File: src/rtl/cec_tx_pkg.sv
package cec_tx_pkg;

  typedef struct packed {
    logic       start;
    logic       eom;
    logic       bcast;
    logic       retry;
    logic [7:0] data;
  } tx_word_t;

  typedef enum logic [2:0] {
    S_IDLE,
    S_WAIT,
    S_START,
    S_BIT,
    S_ERR
  } tx_state_t;

  function automatic int imax(input int a, input int b);
    return (a > b) ? a : b;
  endfunction

endpackage

File: src/rtl/cec_tx_sync.sv
module cec_tx_sync #(
  parameter int STAGES = 2
) (
  input  logic clk,
  input  logic rst,
  input  logic d,
  output logic q
);
  logic [STAGES-1:0] r;

  for (genvar i = 0; i < STAGES; i++) begin : g_st
    if (i == 0) begin : g_first
      always_ff @(posedge clk) begin
        if (rst) r[0] <= 1'b1;
        else     r[0] <= d;
      end
    end else begin : g_rest
      always_ff @(posedge clk) begin
        if (rst) r[i] <= 1'b1;
        else     r[i] <= r[i-1];
      end
    end
  end

  assign q = r[STAGES-1];
endmodule

File: src/rtl/cec_tx_hold.sv
module cec_tx_hold
  import cec_tx_pkg::*;
(
  input  logic     clk,
  input  logic     rst,
  input  logic     clr,
  input  logic     wr,
  input  tx_word_t wdata,
  input  logic     pop,
  output logic     valid,
  output tx_word_t q
);
  always_ff @(posedge clk) begin
    if (rst || clr) valid <= 1'b0;
    else if (wr)    valid <= 1'b1;
    else if (pop)   valid <= 1'b0;
  end

  always_ff @(posedge clk) begin
    if (wr) q <= wdata;
  end

  // a word is only taken when one is present
  p_pop_needs_word_r6: assert property (@(posedge clk) disable iff (rst)
    pop |-> valid);
endmodule

File: src/rtl/cec_tx.sv
module cec_tx
  import cec_tx_pkg::*;
#(
  parameter int START_LO    = 116,
  parameter int START_TOT   = 141,
  parameter int BIT_LO0     = 47,
  parameter int BIT_LO1     = 19,
  parameter int BIT_TOT     = 75,
  parameter int ACK_SAMPLE  = 33,
  parameter int XITION      = 8,
  parameter int ERR_LO      = 113,
  parameter int IDLE_NEW    = 5,
  parameter int IDLE_NEXT   = 7,
  parameter int IDLE_RETRY  = 3,
  parameter int ADDR_BITS   = 4,
  parameter int SYNC_STAGES = 2
) (
  input  logic       clk,
  input  logic       rst,
  input  logic       en,
  input  logic       tick,
  input  logic       wr_en,
  input  logic [7:0] wr_data,
  input  logic       wr_start,
  input  logic       wr_eom,
  input  logic       wr_bcast,
  input  logic       wr_retry,
  input  logic       line_in,
  output logic       drive_low,
  output logic       tx_empty,
  output logic       ev_done,
  output logic       ev_nak,
  output logic       ev_underrun,
  output logic       ev_arb_lost,
  output logic       ev_anomaly
);
  localparam int MAXC = imax(imax(IDLE_NEXT * BIT_TOT, IDLE_NEW * BIT_TOT),
                             imax(imax(IDLE_RETRY * BIT_TOT, START_TOT), ERR_LO));
  localparam int CW = $clog2(MAXC + 1);
  localparam logic [CW-1:0] K_START_LO  = CW'(START_LO);
  localparam logic [CW-1:0] K_START_END = CW'(START_TOT - 1);
  localparam logic [CW-1:0] K_LO0       = CW'(BIT_LO0);
  localparam logic [CW-1:0] K_LO1       = CW'(BIT_LO1);
  localparam logic [CW-1:0] K_BIT_END   = CW'(BIT_TOT - 1);
  localparam logic [CW-1:0] K_ACK       = CW'(ACK_SAMPLE);
  localparam logic [CW-1:0] K_CHK       = CW'(BIT_LO1 + XITION);
  localparam logic [CW-1:0] K_ERR_END   = CW'(ERR_LO - 1);
  localparam logic [CW-1:0] K_NEED_NEW  = CW'(IDLE_NEW * BIT_TOT - 1);
  localparam logic [CW-1:0] K_NEED_NEXT = CW'(IDLE_NEXT * BIT_TOT - 1);
  localparam logic [CW-1:0] K_NEED_RTY  = CW'(IDLE_RETRY * BIT_TOT - 1);
  localparam logic [3:0]    LASTB       = 4'd9;
  localparam logic [3:0]    K_ADDR      = 4'(ADDR_BITS);

  logic     line_s;
  logic     hold_valid, pop;
  tx_word_t hold_q, w_in;

  always_comb begin
    w_in.start = wr_start;
    w_in.eom   = wr_eom;
    w_in.bcast = wr_bcast;
    w_in.retry = wr_retry;
    w_in.data  = wr_data;
  end

  cec_tx_sync #(.STAGES(SYNC_STAGES)) u_sync (
    .clk(clk), .rst(rst), .d(line_in), .q(line_s)
  );

  cec_tx_hold u_hold (
    .clk(clk), .rst(rst), .clr(!en), .wr(wr_en), .wdata(w_in),
    .pop(pop), .valid(hold_valid), .q(hold_q)
  );

  tx_state_t     state, state_n;
  logic [CW-1:0] cnt, cnt_n, need_q, need_n;
  logic [3:0]    bit_idx, bit_n;
  logic [9:0]    sh, sh_n;
  logic          first_q, first_n, bc_q, bc_n, nak_q, nak_n, sent_q, sent_n;
  logic          e_done, e_nak, e_und, e_arb, e_anom, drv_n, cur_bit, nxt_bit;

  assign cur_bit = sh[LASTB - bit_idx];
  assign nxt_bit = sh_n[LASTB - bit_n];

  always_comb begin
    state_n = state;  cnt_n = cnt;   need_n = need_q; bit_n = bit_idx;
    sh_n = sh;        first_n = first_q; bc_n = bc_q;
    nak_n = nak_q;    sent_n = sent_q;   pop = 1'b0;
    e_done = 1'b0; e_nak = 1'b0; e_und = 1'b0; e_arb = 1'b0; e_anom = 1'b0;
    if (!en) begin
      state_n = S_IDLE;
      cnt_n   = '0;
    end else begin
      case (state)
        S_IDLE: begin
          if (!line_s) sent_n = 1'b0;
          if (hold_valid) begin
            pop = 1'b1;
            if (hold_q.start) begin
              sh_n    = {hold_q.data, hold_q.eom, 1'b1};
              bc_n    = hold_q.bcast;
              first_n = 1'b1;
              cnt_n   = '0;
              state_n = S_WAIT;
              need_n  = hold_q.retry ? K_NEED_RTY : (sent_q ? K_NEED_NEXT : K_NEED_NEW);
            end
          end
        end
        S_WAIT: begin
          if (!line_s) begin
            cnt_n  = '0;
            sent_n = 1'b0;
          end else if (tick) begin
            if (cnt == need_q) begin
              state_n = S_START;
              cnt_n   = '0;
            end else cnt_n = cnt + 1'b1;
          end
        end
        S_START: if (tick) begin
          if (cnt == K_START_END) begin
            state_n = S_BIT;
            cnt_n   = '0;
            bit_n   = '0;
          end else cnt_n = cnt + 1'b1;
        end
        S_BIT: if (tick) begin
          if (cur_bit && bit_idx != LASTB && cnt == K_CHK && !line_s) begin
            cnt_n = '0;
            if (first_q && bit_idx < K_ADDR) begin
              state_n = S_IDLE;
              e_arb   = 1'b1;
            end else state_n = S_ERR;
          end else if (cnt == K_BIT_END) begin
            cnt_n = '0;
            if (bit_idx == LASTB) begin
              if (nak_q) begin
                e_done = 1'b1; e_nak = 1'b1; sent_n = 1'b1; state_n = S_IDLE;
              end else if (sh[1]) begin
                e_done = 1'b1; sent_n = 1'b1; state_n = S_IDLE;
              end else if (hold_valid) begin
                pop     = 1'b1;
                sh_n    = {hold_q.data, hold_q.eom, 1'b1};
                first_n = 1'b0;
                bit_n   = '0;
              end else begin
                e_und   = 1'b1;
                state_n = S_IDLE;
              end
            end else bit_n = bit_idx + 1'b1;
          end else begin
            if (bit_idx == LASTB && cnt == K_ACK) nak_n = bc_q ? !line_s : line_s;
            cnt_n = cnt + 1'b1;
          end
        end
        S_ERR: if (tick) begin
          if (cnt == K_ERR_END) begin
            state_n = S_IDLE;
            cnt_n   = '0;
            e_anom  = 1'b1;
          end else cnt_n = cnt + 1'b1;
        end
        default: state_n = S_IDLE;
      endcase
    end
    drv_n = en && ((state_n == S_START && cnt_n < K_START_LO) ||
                   (state_n == S_BIT && cnt_n < (nxt_bit ? K_LO1 : K_LO0)) ||
                   (state_n == S_ERR));
  end

  always_ff @(posedge clk) begin
    if (rst) begin
      state <= S_IDLE; cnt <= '0; need_q <= '0; bit_idx <= '0; sh <= '0;
      first_q <= 1'b0; bc_q <= 1'b0; nak_q <= 1'b0; sent_q <= 1'b0;
      drive_low <= 1'b0; ev_done <= 1'b0; ev_nak <= 1'b0;
      ev_underrun <= 1'b0; ev_arb_lost <= 1'b0; ev_anomaly <= 1'b0;
    end else begin
      state <= state_n; cnt <= cnt_n; need_q <= need_n; bit_idx <= bit_n; sh <= sh_n;
      first_q <= first_n; bc_q <= bc_n; nak_q <= nak_n; sent_q <= sent_n;
      drive_low <= drv_n; ev_done <= e_done; ev_nak <= e_nak;
      ev_underrun <= e_und; ev_arb_lost <= e_arb; ev_anomaly <= e_anom;
    end
  end

  assign tx_empty = !hold_valid;

  // disable releases the line by the next clock
  p_release_off_r11: assert property (@(posedge clk) disable iff (rst)
    !en |=> !drive_low);
  // a NAK is always reported together with completion
  p_nak_with_done_r5: assert property (@(posedge clk) disable iff (rst)
    ev_nak |-> ev_done);
  // one outcome per cycle
  p_one_outcome_r6: assert property (@(posedge clk) disable iff (rst)
    $onehot0({ev_done, ev_underrun, ev_arb_lost, ev_anomaly}));
  // lost arbitration leaves the line released
  p_arb_release_r8: assert property (@(posedge clk) disable iff (rst)
    ev_arb_lost |=> !drive_low);
  // underrun only when no word was waiting
  p_underrun_empty_r7: assert property (@(posedge clk) disable iff (rst)
    ev_underrun |-> $past(!hold_valid));
  // anomaly is reported at the end of the error low pulse
  p_anom_after_low_r9: assert property (@(posedge clk) disable iff (rst)
    ev_anomaly |-> $past(drive_low));
endmodule

File: config.mk
export PLATFORM = sky130hd
export DESIGN_NAME = cec_tx
export DESIGN_NICKNAME = d
export VERILOG_FILES = /design/src/rtl/cec_tx_pkg.sv /design/src/rtl/cec_tx_sync.sv /design/src/rtl/cec_tx_hold.sv /design/src/rtl/cec_tx.sv
export SDC_FILE = /design/constraint.sdc
export NUM_CORES = 1
export LEC_CHECK = 0
export ABC_AREA = 1
export BUFFER_PORTS_ARGS = -buffer_cell sky130_fd_sc_hd__buf_4
export CAP_MARGIN = 30
export CORE_AREA = 2 2 138 73
export DETAILED_ROUTE_END_ITERATION = 7
export DIE_AREA = 0 0 140 75
export PLACE_DENSITY_LB_ADDON = 0.05
export SLEW_MARGIN = 20
export SYNTH_ARGS = -nofsm -noshare
export SYNTH_HDL_FRONTEND = slang
export SYNTH_SLANG_ARGS = --single-unit
File: constraint.sdc
create_clock -name clk -period 3.9 [get_ports clk]
set_input_delay 0.78 -clock clk [delete_from_list [all_inputs] [get_ports clk]]
set_output_delay 0.78 -clock clk [all_outputs]
set_load 0.01 [all_outputs]
-- Word level (Yosys, flattened, before mapping)
Cells that the tools add are included.
- add/subtract/negate cells: 4
- $lt $le $gt $ge: 5
- equality and inequality tests: 26
- muxes and demuxes: 98
- bitwise operators: 7
- reduce and logical (&&, ||, !) cells: 27
- operators by type and width (kind ; number):
    $mux W10 ; 25
    $mux W3 ; 18
    $pmux W10 S5 ; 1
    $mux W4 ; 10
    $mux W1 ; 35
    $eq A10 B7 Y1 const B ; 2
    $pmux W10 S2 ; 1
    $pmux W3 S5 ; 1
    $ne A2 B2 Y1 const B ; 7
    $eq A3 B2 Y1 const B ; 4
    $reduce_and A11 Y1 ; 1
    $add A10 B1 Y10 const B ; 1
    $eq A10 B10 Y1 ; 1
    $eq A10 B5 Y1 const B ; 1
    $eq A10 B6 Y1 const B ; 1
    $eq A10 B8 Y1 const B ; 1
    $lt A10 B6 Y1 ; 1
    $lt A10 B7 Y1 const B ; 1
    $lt A4 B5 Y1 const B ; 2
    $reduce_or A9 Y1 ; 1
    $bmux W1 S4 ; 2
    $logic_and A1 B1 Y1 ; 8
    $pmux W4 S2 ; 1
    $reduce_and A8 Y1 ; 1
    other kinds (22) ; 40
- flip-flop bits (word level): 62
- bits of input ports: 18
- output and inout port bits: 7

-- Logic depth before layout (Yosys ltp)
Gate-level depths: netlist of the first run.
- depth after elaboration: 19
- mapped depth: 30

-- Modules after synthesis
A second synthesis of the first run with hierarchy kept.
- cells, all modules: 570
- area total of the unflattened synthesis: 3951.3 sq um
- by module, submodules not included (module ; times used ; cells each ; area each (sq um)):
    cec_tx ; 1 ; 543 ; 3480.8
    cec_tx_hold ; 1 ; 20 ; 411.6
    cec_tx_sync ; 1 ; 7 ; 58.8

-- Worst setup path before layout of the first run
OpenSTA, ideal clock, no wires.
- path kind: input -> register
- start point: input port tick
- end point: register drive_low
- library setup time: 0.071 ns
- data arrival time: 3.485 ns
- path slack: 0.345 ns
- stages: 22
- cell sequence: clkinv_1 > nor2_8 > inv_4 > o21ai_2 > o22ai_1 > a22oi_1 > ha_1 > inv_1 > o211ai_1 > o21ai_0 > nand2_1 > inv_1 > ha_1 > a21oi_1 > nor2_1 > a211oi_1 > nand2_1 > nor3_1 > o21ai_0 > nand2_1 > nand2_1 > a21oi_1
- cells in the longest elaborated chain, start to end: 12
- elaborated cells on any way between the ends: 35
- those cells by class: 1 x add/sub; 2 x order compare; 3 x eq/ne; 24 x mux; 5 x reduce/logical
- ends and longest elaborated chain (item ; RTL line ; source):
    start: declaration ; cec_tx.sv:21 ; input logic tick,
    $mux W4 (on tied branches) ; cec_tx.sv:127, cec_tx.sv:120 ;
    $pmux W4 S2 ; cec_tx.sv:94 ; case (state)
    $mux W4 ; cec_tx.sv:90 ; if (!en) begin
    $sub A4 B4 Y4 ; cec_tx.sv:83 ; assign nxt_bit = sh_n[LASTB - bit_n];
    $bmux W1 S4 ; cec_tx.sv:83 ;
    $mux W1 (not written as such) ; cec_tx.sv:83 ;
    $mux W6 ; cec_tx.sv:167 ; (state_n == S_BIT && cnt_n < (nxt_bit ? K_LO1 : K_LO0)) ||
    $lt A10 B6 Y1 ; cec_tx.sv:167 ;
    $logic_and A1 B1 Y1 ; cec_tx.sv:167 ;
    $logic_or A1 B1 Y1 ; cec_tx.sv:166 ; drv_n = en && ((state_n == S_START && cnt_n < K_START_LO) ||
    $logic_or A1 B1 Y1 (*) ; cec_tx.sv:167 ;
    $logic_and A1 B1 Y1 (*) ; cec_tx.sv:166 ;
    end signal: assignment ; cec_tx.sv:180 ; drive_low <= drv_n; ev_done <= e_done; ev_nak <= e_nak;
    end: declaration ; cec_tx.sv:29 ; output logic drive_low,
Every way passes the cells marked *; elsewhere a longest branch is shown, timed or not. The select of a mux whose other input is x is not followed.
A chain may end at the register's enable or synchronous reset.

-- Final worst setup path of the first run
- start point: register cnt[8]
- end point: register drive_low
- cells in the longest elaborated chain, start to end: 16
- elaborated cells on any way between the ends: 60
- those cells by class: 2 x add/sub; 2 x order compare; 8 x eq/ne; 41 x mux; 7 x reduce/logical
- ends and longest elaborated chain (item ; RTL line ; source):
    start: declaration ; cec_tx.sv:76 ; logic [CW-1:0] cnt, cnt_n, need_q, need_n;
    start signal: assignment ; cec_tx.sv:178 ; state <= state_n; cnt <= cnt_n; need_q <= need_n; bit_idx <= bit_n; sh <= sh_n;
    $eq A10 B5 Y1 ; cec_tx.sv:128 ; if (cur_bit && bit_idx != LASTB && cnt == K_CHK && !line_s) begin
    $logic_and A1 B1 Y1 (2 in a row) ; cec_tx.sv:128 ;
    $mux W4 ; cec_tx.sv:128 ;
    $mux W4 ; cec_tx.sv:127 ; S_BIT: if (tick) begin
    $pmux W4 S2 ; cec_tx.sv:94 ;
    $mux W4 ; cec_tx.sv:90 ;
    $sub A4 B4 Y4 ; cec_tx.sv:83 ;
    $bmux W1 S4 ; cec_tx.sv:83 ;
    $mux W1 (not written as such) ; cec_tx.sv:83 ;
    $mux W6 ; cec_tx.sv:167 ;
    $lt A10 B6 Y1 ; cec_tx.sv:167 ;
    $logic_and A1 B1 Y1 ; cec_tx.sv:167 ;
    $logic_or A1 B1 Y1 ; cec_tx.sv:166 ;
    $logic_or A1 B1 Y1 (*) ; cec_tx.sv:167 ;
    $logic_and A1 B1 Y1 (*) ; cec_tx.sv:166 ;
Marks and branches as above.

==> results of run 1 <==
-- flip-flops by register name, indices dropped and copies added (netlist names), 3 cells and up --
| register | cells |
|---|---|
| state | 3 |
| bit_idx | 4 |
| need_q | 5 |
| cnt | 10 |
| u_hold.q | 12 |
| sh | 10 |
-- metrics by stage --
| stage | util, % | hold WS, ns | std cells |
|---|---|---|---|
| finish | 54.17 | 0.4084 | 818 |
| global route | 54.17 | 0.4079 | 818 |
| CTS | 53.34 | 0.4069 | 813 |
| detailed placement | 49.98 | 0.3929 | 797 |
| global placement | 49.98 | 0.3946 | 797 |
| floorplan | - | 0.3895 | 634 |
-- power groups by stage --
stage | clock network, mW | logic, mW | registers (mW)
finish | 0.839 | 0.125 | 0.634
CTS | 0.848 | 0.120 | 0.634
detailed placement | 0 | 0.119 | 0.646
floorplan | 0 | 0.0723 | 0.641
global placement | 0 | 0.119 | 0.646
global route | 0.870 | 0.136 | 0.636
-- cells in the mapped netlist (all sizes together) (9+ instances only) --
cell	count
a21oi	24
buf	11
o211ai	11
nand2	162
nand3	65
dfxtp	45
ha	12
nor2	78
inv	95
o21ai	44
nor3	9
clkbuf	9
nand4	15
edfxtp	12
-- cells by family (layout without fill, tap and decap cells) --
| group | Yosys count | in the layout | share of synthesized area [%] |
|---|---|---|---|
| flip-flops | 57 | 57 | 30.84 |
| adder cells (fa/ha/maj) | 12 | 12 | 3.672 |
| AO/OA/AOI/OAI | 100 | 100 | 15.21 |
| buffers and inverters | 116 | 179 | 11.17 |
| XOR/XNOR | 10 | 10 | 2.142 |
| AND/OR/NAND/NOR | 339 | 339 | 36.97 |
-- placed cells by master (no fill, tap or decap), drive strengths merged, types with 2 or more instances in the layout --
master,netlist,final
clkbuf,9,9
a21oi,24,24
clkinv,1,3
ha,12,12
nand3,65,65
nor2,78,78
dfxtp,45,45
inv,95,99
xnor2,3,3
a22oi,2,2
a211oi,2,2
o22ai,2,2
edfxtp,12,12
nand2,162,162
nand4,15,15
a21boi,3,3
or2,4,4
buf,11,67
o21bai,2,2
a221oi,4,4
nor3,9,9
o211ai,11,11
xor2,7,7
o21ai,44,44
nor4,3,3
-- routing by layer --
metal | routed length (um) | up-vias | global-route usage, %
met4 | 131 | 0 | 6.173
met2 | 4820 | 289 | 35.19
met3 | 2171 | 19 | 11.64
met1 | 7926 | 2040 | 49.06
met5 | 0 | - | 0
li1 | - | 2195 | -
-- final cells by class --
cell class / instances / area share, %
Multi-Input combinational cell: 461 / 48.21
Sequential cell: 57 / 25.23
Timing Repair Buffer: 67 / 10.06
Inverter: 96 / 7.259
Clock buffer: 9 / 4.506
Tap cell: 121 / 3.029
Clock inverter: 7 / 1.702
-- final timing paths --
check,to,slack [ns],cells past startpoint
setup / recovery,drive_low$_SDFF_PP0_,0.29,24
hold / removal,u_sync.q$_SDFF_PP1_,0.41,1
setup reg to reg,drive_low$_SDFF_PP0_,0.29,24
hold reg to reg,u_sync.q$_SDFF_PP1_,0.41,1
-- what timing repair did --
item | 4_1_cts | 5_1_grt
setup endpoints to repair | 0 | 1
gates resized for setup | 0 | 13
setup buffers | 0 | 5
-- worst reg2reg max path, stage by stage (launching register included) --
cell and delay [ns]:
dfxtp_1 0.33, nor2_4 0.18, inv_2 0.09, nor3_4 0.23
nand2_4 0.12, nor2_8 0.13, nand3_1 0.10, xor2_1 0.17
o22ai_1 0.21, a22oi_2 0.12, ha_1 0.22, xor2_1 0.17
nand3b_1 0.18, nand2_1 0.13, inv_2 0.07, ha_1 0.30
a21oi_2 0.13, nor2_1 0.06, a211oi_2 0.14, nand2_1 0.08
nor3_2 0.09, o21ai_0 0.10, nand2_1 0.06, nand2_1 0.04
a21oi_1 0.10
==> flow_summary_export.csv, run 1 <==
group,metric,value,unit
synth,ys_seq_area_share,30.84,%
floorplanning,start_util,44.31,%
layout,diodes,0,
clock_tree,clkTransAtPathRegs,0.06,ns
floorplanning,dieArea,10500,sq um
synth,ys_dominant_reg_cell,"dfxtp_1",
grt,grt_usage,30.20,%
setup_path,critPathTopFamily,"simple AND/OR/NAND/NOR gates",
setup_path,cp_slowest_cell,"dfxtp_1",
synth,synth_top_cell_by_area,"dfxtp_1",
sta,fin_ws,0.2851,ns
clock_tree,clock_sinks,57,
power,power_switching,0.4258,mW
run,drv_cap,0,
setup_path,r2r_start,"cnt[8]$_SDFF_PP0_",
clock_tree,root_buffer,"clkbuf_16",
synth,netlist_area,4089,sq um
synth,yosys.area.top_type_share,22.03,%
setup_path,crit_fanout,5,
grt,grt_max_degree,37,
route,routed_wl,15050,um
power,p_leak,2.309,nW
run_status,failed_checks,"design-rule violations",
layout,regArea,1261,sq um
placed_design,place_hpwl,11930,um
power,p_total,1.598,mW
setup_path,critPathLaunch,"cnt[8]$_SDFF_PP0_",
sta,clock_skew,0.007607,ns
power,p_int,1.172,mW
power,comb_power_share,7.8,%
floorplanning,io_pins,25,
route,avgViaCountPerCell,5.554,
floorplanning,fp-row-count,25,
setup_path,start_kind,"flop",
sta,min_period_over_period,92.69,%
synth,async_flop_share,0,%
floorplanning,die-height,75,um
power,seqPwrFrac,39.7,%
route,drtIter0Drc,624,
setup_path,critPathMaxStageDelay,0.33,ns
route,ant_nets,0,
route,vias,4543,
layout,drive_above_1_share,17.93,%
power,power_density,319.6,nW/um^2
sta,drv_slew,0,
grt,overflow,0,
clock_tree,clk_path_buf_depth,2,
layout,multi_input_area,2410,sq um
sta,maxSlewHeadroom,61.00,%
clock_tree,numCtsBuffers,9,
setup_path,cp-end-kind,"flop",
clock_tree,cts_tree,"done",
setup_path,crit_buf_inv,2,
power,clkPwrFrac,52.5,%
synth,synth_nets,664,
sta,finalHoldViolCount,0,
setup_path,arrival,3.89,ns
grt,antenna_found_initial,0,
synth,synth.area.top_cells,"dfxtp_1 22%, nand2_1 14%, edfxtp_1 8.8%, inv_1 8.1%, nand3_1 7.8%",
sta,finalCriticalPeriod,3.615,ns
synth,synth.avg_cell_area,6.449,sq um
worst_hold_path,worstHoldStart,"u_sync.r[0]$_SDFF_PP1_",
grt,grt_pass1_wl,23270,um
placed_design,dpl_worst_slack,0.05961,ns
power,sw_frac_of_total,26.65,%
setup_path,cp_common_cell,"nand2_1",
setup_path,path_cells,"nor2_4 -> inv_2 -> nor3_4 -> nand2_4 -> nor2_8 -> nand3_1 -> xor2_1 -> o22ai_1 -> a22oi_2 -> ha_1 -> xor2_1 -> nand3b_1 -> nand2_1 -> inv_2 -> ha_1 -> a21oi_2 -> nor2_1 -> a211oi_2 -> nand2_1 -> nor3_2 -> o21ai_0 -> nand2_1 -> nand2_1 -> a21oi_1",
layout,fin_nets,722,
layout,fill_cells,915,
sta,finalSetupViolations,0,
setup_path,criticalPathCategory,"reg2reg",
synth,ys_types,50,
sta,tightest_slew,0.5796,ns
clock_tree,ctsHtreeMaxLevel,3,
power,ir_drop,221.1,uV
synth,synth_seq_cells,57,
sta,fmax,0.2766,GHz
synth,synth_edf_count,12,
setup_path,required,4.17,ns
route,wire_per_inst,18.40,um
sta,finalSetupTns,0,ns
worst_hold_path,hold_class,"reg2reg",
clock_tree,cts_hold_buf,0,
placed_design,numPortBuffers,24,
grt,grt_pass1_vias,4099,
placed_design,placed_area,4612,sq um
clock_tree,clk_latency,0.34,ns
synth,yosysWarnings,0,
floorplanning,die_w,140,um
layout,syn2layout_area_growth,22.25,%
route,drc,1,
layout,final_area,4999,sq um
route,drtPass1Iterations,8,
synth,netlist_instances,634,
run_status,status,"finished with violations",
floorplanning,core,9228,sq um
placed_design,routabilityCongestion,0.9793,
No activity file was read; power rests on OpenSTA's default activity.
==> run 2, diff against run 1 <==
--- a/config.mk
+++ b/config.mk
@@ -5,12 +5,11 @@
 export SDC_FILE = /design/constraint.sdc
 export NUM_CORES = 1
 export LEC_CHECK = 0
-export ABC_AREA = 1
+export ABC_AREA = 0
 export BUFFER_PORTS_ARGS = -buffer_cell sky130_fd_sc_hd__buf_4
-export CAP_MARGIN = 30
-export CORE_AREA = 2 2 138 73
+export CORE_AREA = 2 2 127 67
 export DETAILED_ROUTE_END_ITERATION = 7
-export DIE_AREA = 0 0 140 75
+export DIE_AREA = 0 0 129 69
 export PLACE_DENSITY_LB_ADDON = 0.05
 export SLEW_MARGIN = 20
 export SYNTH_ARGS = -nofsm -noshare
==> run 2 against run 1 <==
- the run now ends clean
- die area shrank 15%
- critical path depth shrank 2
- worst hold slack improved by 0.0021 ns
- total power down 10%
- clock-buffer cell count up 1
- cell area fell by 3.5%
- worst setup slack got worse by 0.12 ns
- combinational power shrank 29%
- flip-flop and latch count is the same
- area after synthesis is 16% lower
- clock power decreased by 14%
- largest power group unchanged
==> flow_summary_export.csv, run 2 <==
group,metric,value,unit
floorplanning,dieArea,8901,sq um
floorplanning,fp-row-count,23,
layout,largestRegisters,"u_hold.q: 12 flops, cnt: 10 flops, sh: 10 flops",
synth,synth_edf_count,12,
floorplanning,core,7799,sq um
sta,fmax,0.2680,GHz
sta,finalHoldViolCount,0,
route,routed_wl,12110,um
layout,multi_input_area,2266,sq um
synth,async_flop_share,0,%
layout,regMostFlops,"u_hold.q",
synth,ys_types,72,
layout,layout.cells.non_filler,623,
synth,synth.avg_cell_area,8.366,sq um
worst_hold_path,worstHoldStart,"u_sync.r[0]$_SDFF_PP1_",
sta,drv_slew,0,
grt,grt_max_degree,33,
route,drtIter0Drc,490,
setup_path,path_cells,"buf_6 -> ha_2 -> and3b_2 -> nand4_1 -> buf_6 -> nor2_4 -> buf_4 -> buf_4 -> a21boi_2 -> buf_12 -> mux2i_1 -> buf_4 -> mux2i_4 -> a32oi_2 -> ha_4 -> a21oi_2 -> nor2b_1 -> o21ai_1 -> and4b_1 -> nand3_1 -> o21ai_1 -> a41o_1",
setup_path,reg2reg_depth,22,
synth,synth_top_cell_by_area,"dfxtp_1",
sta,min_period_over_period,95.68,%
layout,fin_nets,536,
route,drtPass1Iterations,5,
placed_design,numPortBuffers,24,
run_status,status,"finished, final reports clean",
setup_path,crit_buf_inv,6,
grt,grt_pass1_wl,18110,um
layout,final_cell_mix,"100 x buf_4, 42 x nand2_1, 41 x dfxtp_1",
synth,netlist_instances,411,
synth,synth.area.top_cells,"dfxtp_1 26%, edfxtp_1 10%, mux2i_1 5.2%, nand2_1 4.8%, a21oi_1 4.4%",
setup_path,arrival,4.01,ns
clock_tree,clock_sinks,57,
route,drc,0,
floorplanning,start_util,44.09,%
clock_tree,clk_latency,0.33,ns
route,wire_per_inst,19.44,um
placed_design,placed_cells,593,
synth,synth_seq_cells,57,
sta,finalSetupViolations,0,
grt,antenna_found_initial,0,
clock_tree,ctsHtreeMaxLevel,3,
synth,netlist_area,3438,sq um
sta,fin_ws,0.1684,ns
sta,maxSlewHeadroom,23.14,%
setup_path,reg2reg_to,"drive_low$_SDFF_PP0_",
floorplanning,die-height,69,um
synth,yosysMostFrequentCell,"dfxtp_1",
layout,final_common_cell,"buf_4",
synth,ys_top_cells_by_count,"45 x dfxtp_1, 44 x nand2_1, 40 x nor2_1",
setup_path,r2r_start,"cnt[1]$_SDFF_PP0_",
setup_path,critPathMaxStageDelay,0.32,ns
placed_design,place_hpwl,8985,um
synth,ys_dominant_reg_cell,"dfxtp_1",
layout,fill_cells,674,
route,ant_nets,0,
layout,syn2layout_area_growth,40.36,%
setup_path,crit_fanout,13,
grt,overflow,0,
grt,grt_usage,27.42,%
floorplanning,io_pins,25,
synth,yosysWarnings,0,
layout,regArea,1266,sq um
clock_tree,root_buffer,"clkbuf_16",
layout,largest_reg_flops,12,
setup_path,r2r_slack,0.17,ns
clock_tree,clkTransAtPathRegs,0.06,ns
sta,clock_skew,0.006209,ns
grt,grt_pass1_vias,3120,
setup_path,criticalPathCategory,"reg2reg",
sta,finalCriticalPeriod,3.732,ns
placed_design,routabilityCongestion,0.9946,
power,power_density,297.8,nW/um^2
setup_path,cp_common_cell,"buf_4",
floorplanning,die_w,129,um
power,ir_drop,208.9,uV
worst_hold_path,worst_hold_path.endpoint,"u_sync.q$_SDFF_PP1_",
sta,tightest_slew,1.138,ns
worst_hold_path,hold_depth,1,
setup_path,cp_slowest_cell,"dfxtp_2",
setup_path,cp.depth,22,
synth,ys_seq_area_share,36.68,%
worst_hold_path,hold_class,"reg2reg",
synth,yosys.area.top_type_share,26.20,%
setup_path,required,4.18,ns
setup_path,cp-end-kind,"flop",
clock_tree,clk_path_buf_depth,2,
route,avgViaCountPerCell,5.848,
sta,finalSetupTns,0,ns
layout,diodes,0,
layout,drive_above_1_share,33.46,%
run,drv_cap,0,
clock_tree,numCtsBuffers,9,
placed_design,dpl_worst_slack,-0.3310,ns
setup_path,critPathTopFamily,"compound AO/OA/AOI/OAI gates",
route,vias,3643,
synth,synth_nets,441,
setup_path,start_kind,"flop",
power,p_leak,1.941,nW
clock_tree,cts_tree,"done",
-- run 2: area by class of cell --
cell class	count	share of cell area (%)
multi-input combinational	318	46.95
sequential	57	26.24
timing repair buffer	106	17.14
clock buffer	10	4.745
tap	112	2.904
inverter	14	1.089
clock inverter	6	0.9334
-- run 2: metal layers --
layer	vias to the layer above	track usage [%]	share of wire [%]
met5	-	0	0
met4	0	6.280	0.97
met3	12	10.17	13
met2	209	30.51	36
met1	1716	46.16	49
li1	1706	-	-
-- run 2: through the flow --
stage | util [%] | hold slack (ns) | power [mW] | instance area [sq um]
final | 61.88 | 0.4105 | 1.437 | 4826
after global routing | 61.88 | 0.4341 | 1.486 | 4826
after CTS | 58.48 | 0.4114 | 1.437 | 4561
after detailed placement | 53.59 | 0.3979 | 0.7219 | 4179
after global placement | 53.59 | 0.4010 | 0.7221 | 4179
after floorplan | - | 0.3895 | 0.6734 | 3438
-- run 2: cell families (layout without fill, tap and decap cells) --
logic type	Yosys count	in the layout	share of synthesized area, %
compound gates	95	95	18.20
xor+xnor	5	5	1.274
buf+inv	36	136	4.512
mux	21	21	6.223
flops	57	57	36.68
fa+ha+maj	12	12	4.367
simple gates	185	185	28.75
-- run 2: how the worst max path moves through the flow --
| stage | to | startpoint | slack [ns] |
|---|---|---|---|
| floorplan | drive_low$_SDFF_PP0_ | tick | 0.009 |
| global placement | drive_low$_SDFF_PP0_ | en | -0.16 |
| detailed placement | drive_low$_SDFF_PP0_ | cnt[0]$_SDFF_PP0_ | -0.33 |
| CTS | drive_low$_SDFF_PP0_ | cnt[1]$_SDFF_PP0_ | 0.02 |
| global route | drive_low$_SDFF_PP0_ | cnt[9]$_SDFF_PP0_ | -0.02 |
| finish | drive_low$_SDFF_PP0_ | cnt[1]$_SDFF_PP0_ | 0.17 |
-- run 2: power breakdown --
part	total (mW)	internal, mW	switching [mW]	leakage, nW
combinational	0.0886	0.0389	0.0497	1.33
clock	0.720	0.430	0.291	0.125
sequential	0.628	0.618	0.00975	0.483
total	1.44	1.09	0.350	1.94
-- run 2: what timing repair did --
item | 4_1_cts | 5_1_grt
resized for setup | 15 | 43
gates cloned | 0 | 0
setup endpoints to repair | 1 | 1
pin swaps | 10 | 25
hold buffers | 0 | 0
buffers inserted | 3 | 11
==> run 3, diff against run 2 <==
--- a/config.mk
+++ b/config.mk
@@ -7,9 +7,11 @@
 export LEC_CHECK = 0
 export ABC_AREA = 0
 export BUFFER_PORTS_ARGS = -buffer_cell sky130_fd_sc_hd__buf_4
-export CORE_AREA = 2 2 127 67
+export CELL_PAD_IN_SITES_DETAIL_PLACEMENT = 1
+export CELL_PAD_IN_SITES_GLOBAL_PLACEMENT = 2
+export CORE_AREA = 2 2 144 76
 export DETAILED_ROUTE_END_ITERATION = 7
-export DIE_AREA = 0 0 129 69
+export DIE_AREA = 0 0 146 78
 export PLACE_DENSITY_LB_ADDON = 0.05
 export SLEW_MARGIN = 20
 export SYNTH_ARGS = -nofsm -noshare
==> run 3 against run 2 <==
- die area up 28%
- largest power group unchanged
- non-clock buffer count up 6
- fmax down 4.7%
- the run now ends with negative setup slack left
- core utilization down 13 points
- clock skew down 0.0027 ns
- register-to-register slack worse by 0.18 ns
- wire length up 4.4%
- sequential share of layout area down 0.18 points
- critical path type unchanged
- flip-flop and latch count unchanged
==> flow_summary_export.csv, run 3 (synthesis results as in run 2) <==
group,metric,value,unit
layout,largest_reg_flops,12,
route,drtIter0Drc,133,
layout,drive_above_1_share,32.88,%
layout,diodes,0,
route,drc,0,
floorplanning,io_pins,25,
route,drtPass1Iterations,4,
sta,finalSetupTns,-0.01399,ns
layout,fin_nets,542,
run_status,status,"finished with violations",
route,ant_nets,0,
sta,fin_ws,-0.01399,ns
route,avgViaCountPerCell,5.457,
sta,maxSlewHeadroom,34.75,%
clock_tree,cts_tree,"done",
setup_path,arrival,4.14,ns
placed_design,place_hpwl,9275,um
grt,grt_max_degree,33,
sta,finalSetupViolations,1,
placed_design,placed_cells,630,
sta,finalHoldViolCount,0,
setup_path,path_cells,"nor4b_4 -> buf_4 -> and4_4 -> o211a_4 -> a21oi_1 -> a31oi_1 -> ha_2 -> xnor2_4 -> nor3b_2 -> a32oi_2 -> buf_4 -> a32o_2 -> ha_4 -> nor2b_2 -> o21ai_1 -> and4b_1 -> nand3_1 -> o21ai_1 -> a41o_1",
grt,grt_pass1_vias,3870,
layout,largestRegisters,"u_hold.q: 12 flops, cnt: 10 flops, sh: 10 flops",
clock_tree,numCtsBuffers,9,
clock_tree,clk_path_buf_depth,2,
run_status,failed_checks,"negative setup slack",
layout,regMostFlops,"u_hold.q",
clock_tree,clkTransAtPathRegs,0.05,ns
clock_tree,cts_hold_buf,0,
sta,hold_ws,0.4302,ns
layout,final_common_cell,"buf_4",
sta,min_period_over_period,100.4,%
sta,rsz0062_at_grt,"yes",
setup_path,start_kind,"flop",
floorplanning,dieArea,11390,sq um
setup_path,crit_buf_inv,2,
floorplanning,fp-row-count,26,
setup_path,cp-end-kind,"flop",
grt,grt_pass1_wl,20360,um
setup_path,cp_slowest_cell,"nor4b_4",
power,p_leak,1.985,nW
setup_path,required,4.13,ns
power,p_total,1.504,mW
power,power_density,309.6,nW/um^2
floorplanning,start_util,34.32,%
sta,fmax,0.2555,GHz
setup_path,critPathMaxStageDelay,0.41,ns
floorplanning,die-height,78,um
grt,overflow,0,
run,drv_cap,0,
layout,final_cell_mix,"107 x buf_4, 43 x nand2_1, 41 x dfxtp_1",
grt,grt_usage,23.27,%
grt,antenna_found_initial,0,
sta,tightest_slew,0.9701,ns
clock_tree,clock_sinks,57,
route,vias,3585,
setup_path,crit_fanout,4,
placed_design,dpl_worst_slack,-0.4885,ns
clock_tree,root_buffer,"clkbuf_16",
sta,drv_slew,0,
route,wire_per_inst,19.25,um
sta,finalCriticalPeriod,3.914,ns
clock_tree,ctsHtreeMaxLevel,3,
worst_hold_path,hold_class,"reg2reg",
power,ir_drop,178.2,uV
placed_design,numPortBuffers,24,
layout,layout.cells.non_filler,657,
route,routed_wl,12650,um
setup_path,critPathTopFamily,"simple AND/OR/NAND/NOR gates",
sta,clock_skew,0.003469,ns
clock_tree,clk_latency,0.34,ns
floorplanning,die_w,146,um
layout,syn2layout_area_growth,41.30,%
placed_design,routabilityCongestion,0.8332,
floorplanning,core,10020,sq um
setup_path,criticalPathCategory,"reg2reg",
run 3: cell types whose count changed in the layout (fill, tap and decap cells not counted), sizes merged:
cell and delta:
buf +6, clkinvlp -3, clkinv +2, bufinv +1
run 3: timing repair:
item                                    CTS  global route
cloned                                    0             1
resized for setup                        32            15
endpoints found under the setup margin    1             1
pin swaps                                14            13
setup buffers                             8             2
hold endpoints to repair                  0             0
run 3: final timing paths:
path / endpoint / cells past startpoint / slack, ns / from
min: u_sync.q$_SDFF_PP1_ / 1 / 0.43 / u_sync.r[0]$_SDFF_PP1_
max reg2reg: drive_low$_SDFF_PP0_ / 19 / -0.01 / cnt[9]$_SDFF_PP0_
min reg2reg: u_sync.q$_SDFF_PP1_ / 1 / 0.43 / u_sync.r[0]$_SDFF_PP1_
max: drive_low$_SDFF_PP0_ / 19 / -0.01 / cnt[9]$_SDFF_PP0_
run 3: stage by stage:
stage	instance area (sq um)	utilization [%]
2_1_floorplan	3438	-
3_3_place_gp	4282	42.73
3_5_place_dp	4282	42.73
4_1_cts	4792	47.83
5_1_grt	4858	48.49
6_report	4858	48.49
run 3: layout make-up:
type	count	area, sq um
fill	1205	5161
multi-input combinational	318	2205
sequential	57	1266
timing repair buffer	112	862.1
clock buffer	10	229.0
tap	140	175.2
clock inverter	6	68.82
inverter	14	52.55
run 3: metal layers:
metal | routed length (um) | vias to the layer above | GRT usage, % | share of wire [%]
met5 | 0 | - | 0 | 0
met4 | 315 | 0 | 9.126 | 2.5
met3 | 421 | 27 | 5.765 | 3.3
met2 | 6158 | 60 | 41.37 | 49
met1 | 5754 | 1778 | 27.25 | 45
li1 | - | 1720 | - | -
run 3: power by group:
part / total, mW / leakage [nW] / switching [mW] / internal, mW
Combinational: 0.0856 / 1.36 / 0.0469 / 0.0387
Sequential: 0.628 / 0.483 / 0.00985 / 0.618
Clock: 0.791 / 0.144 / 0.295 / 0.496
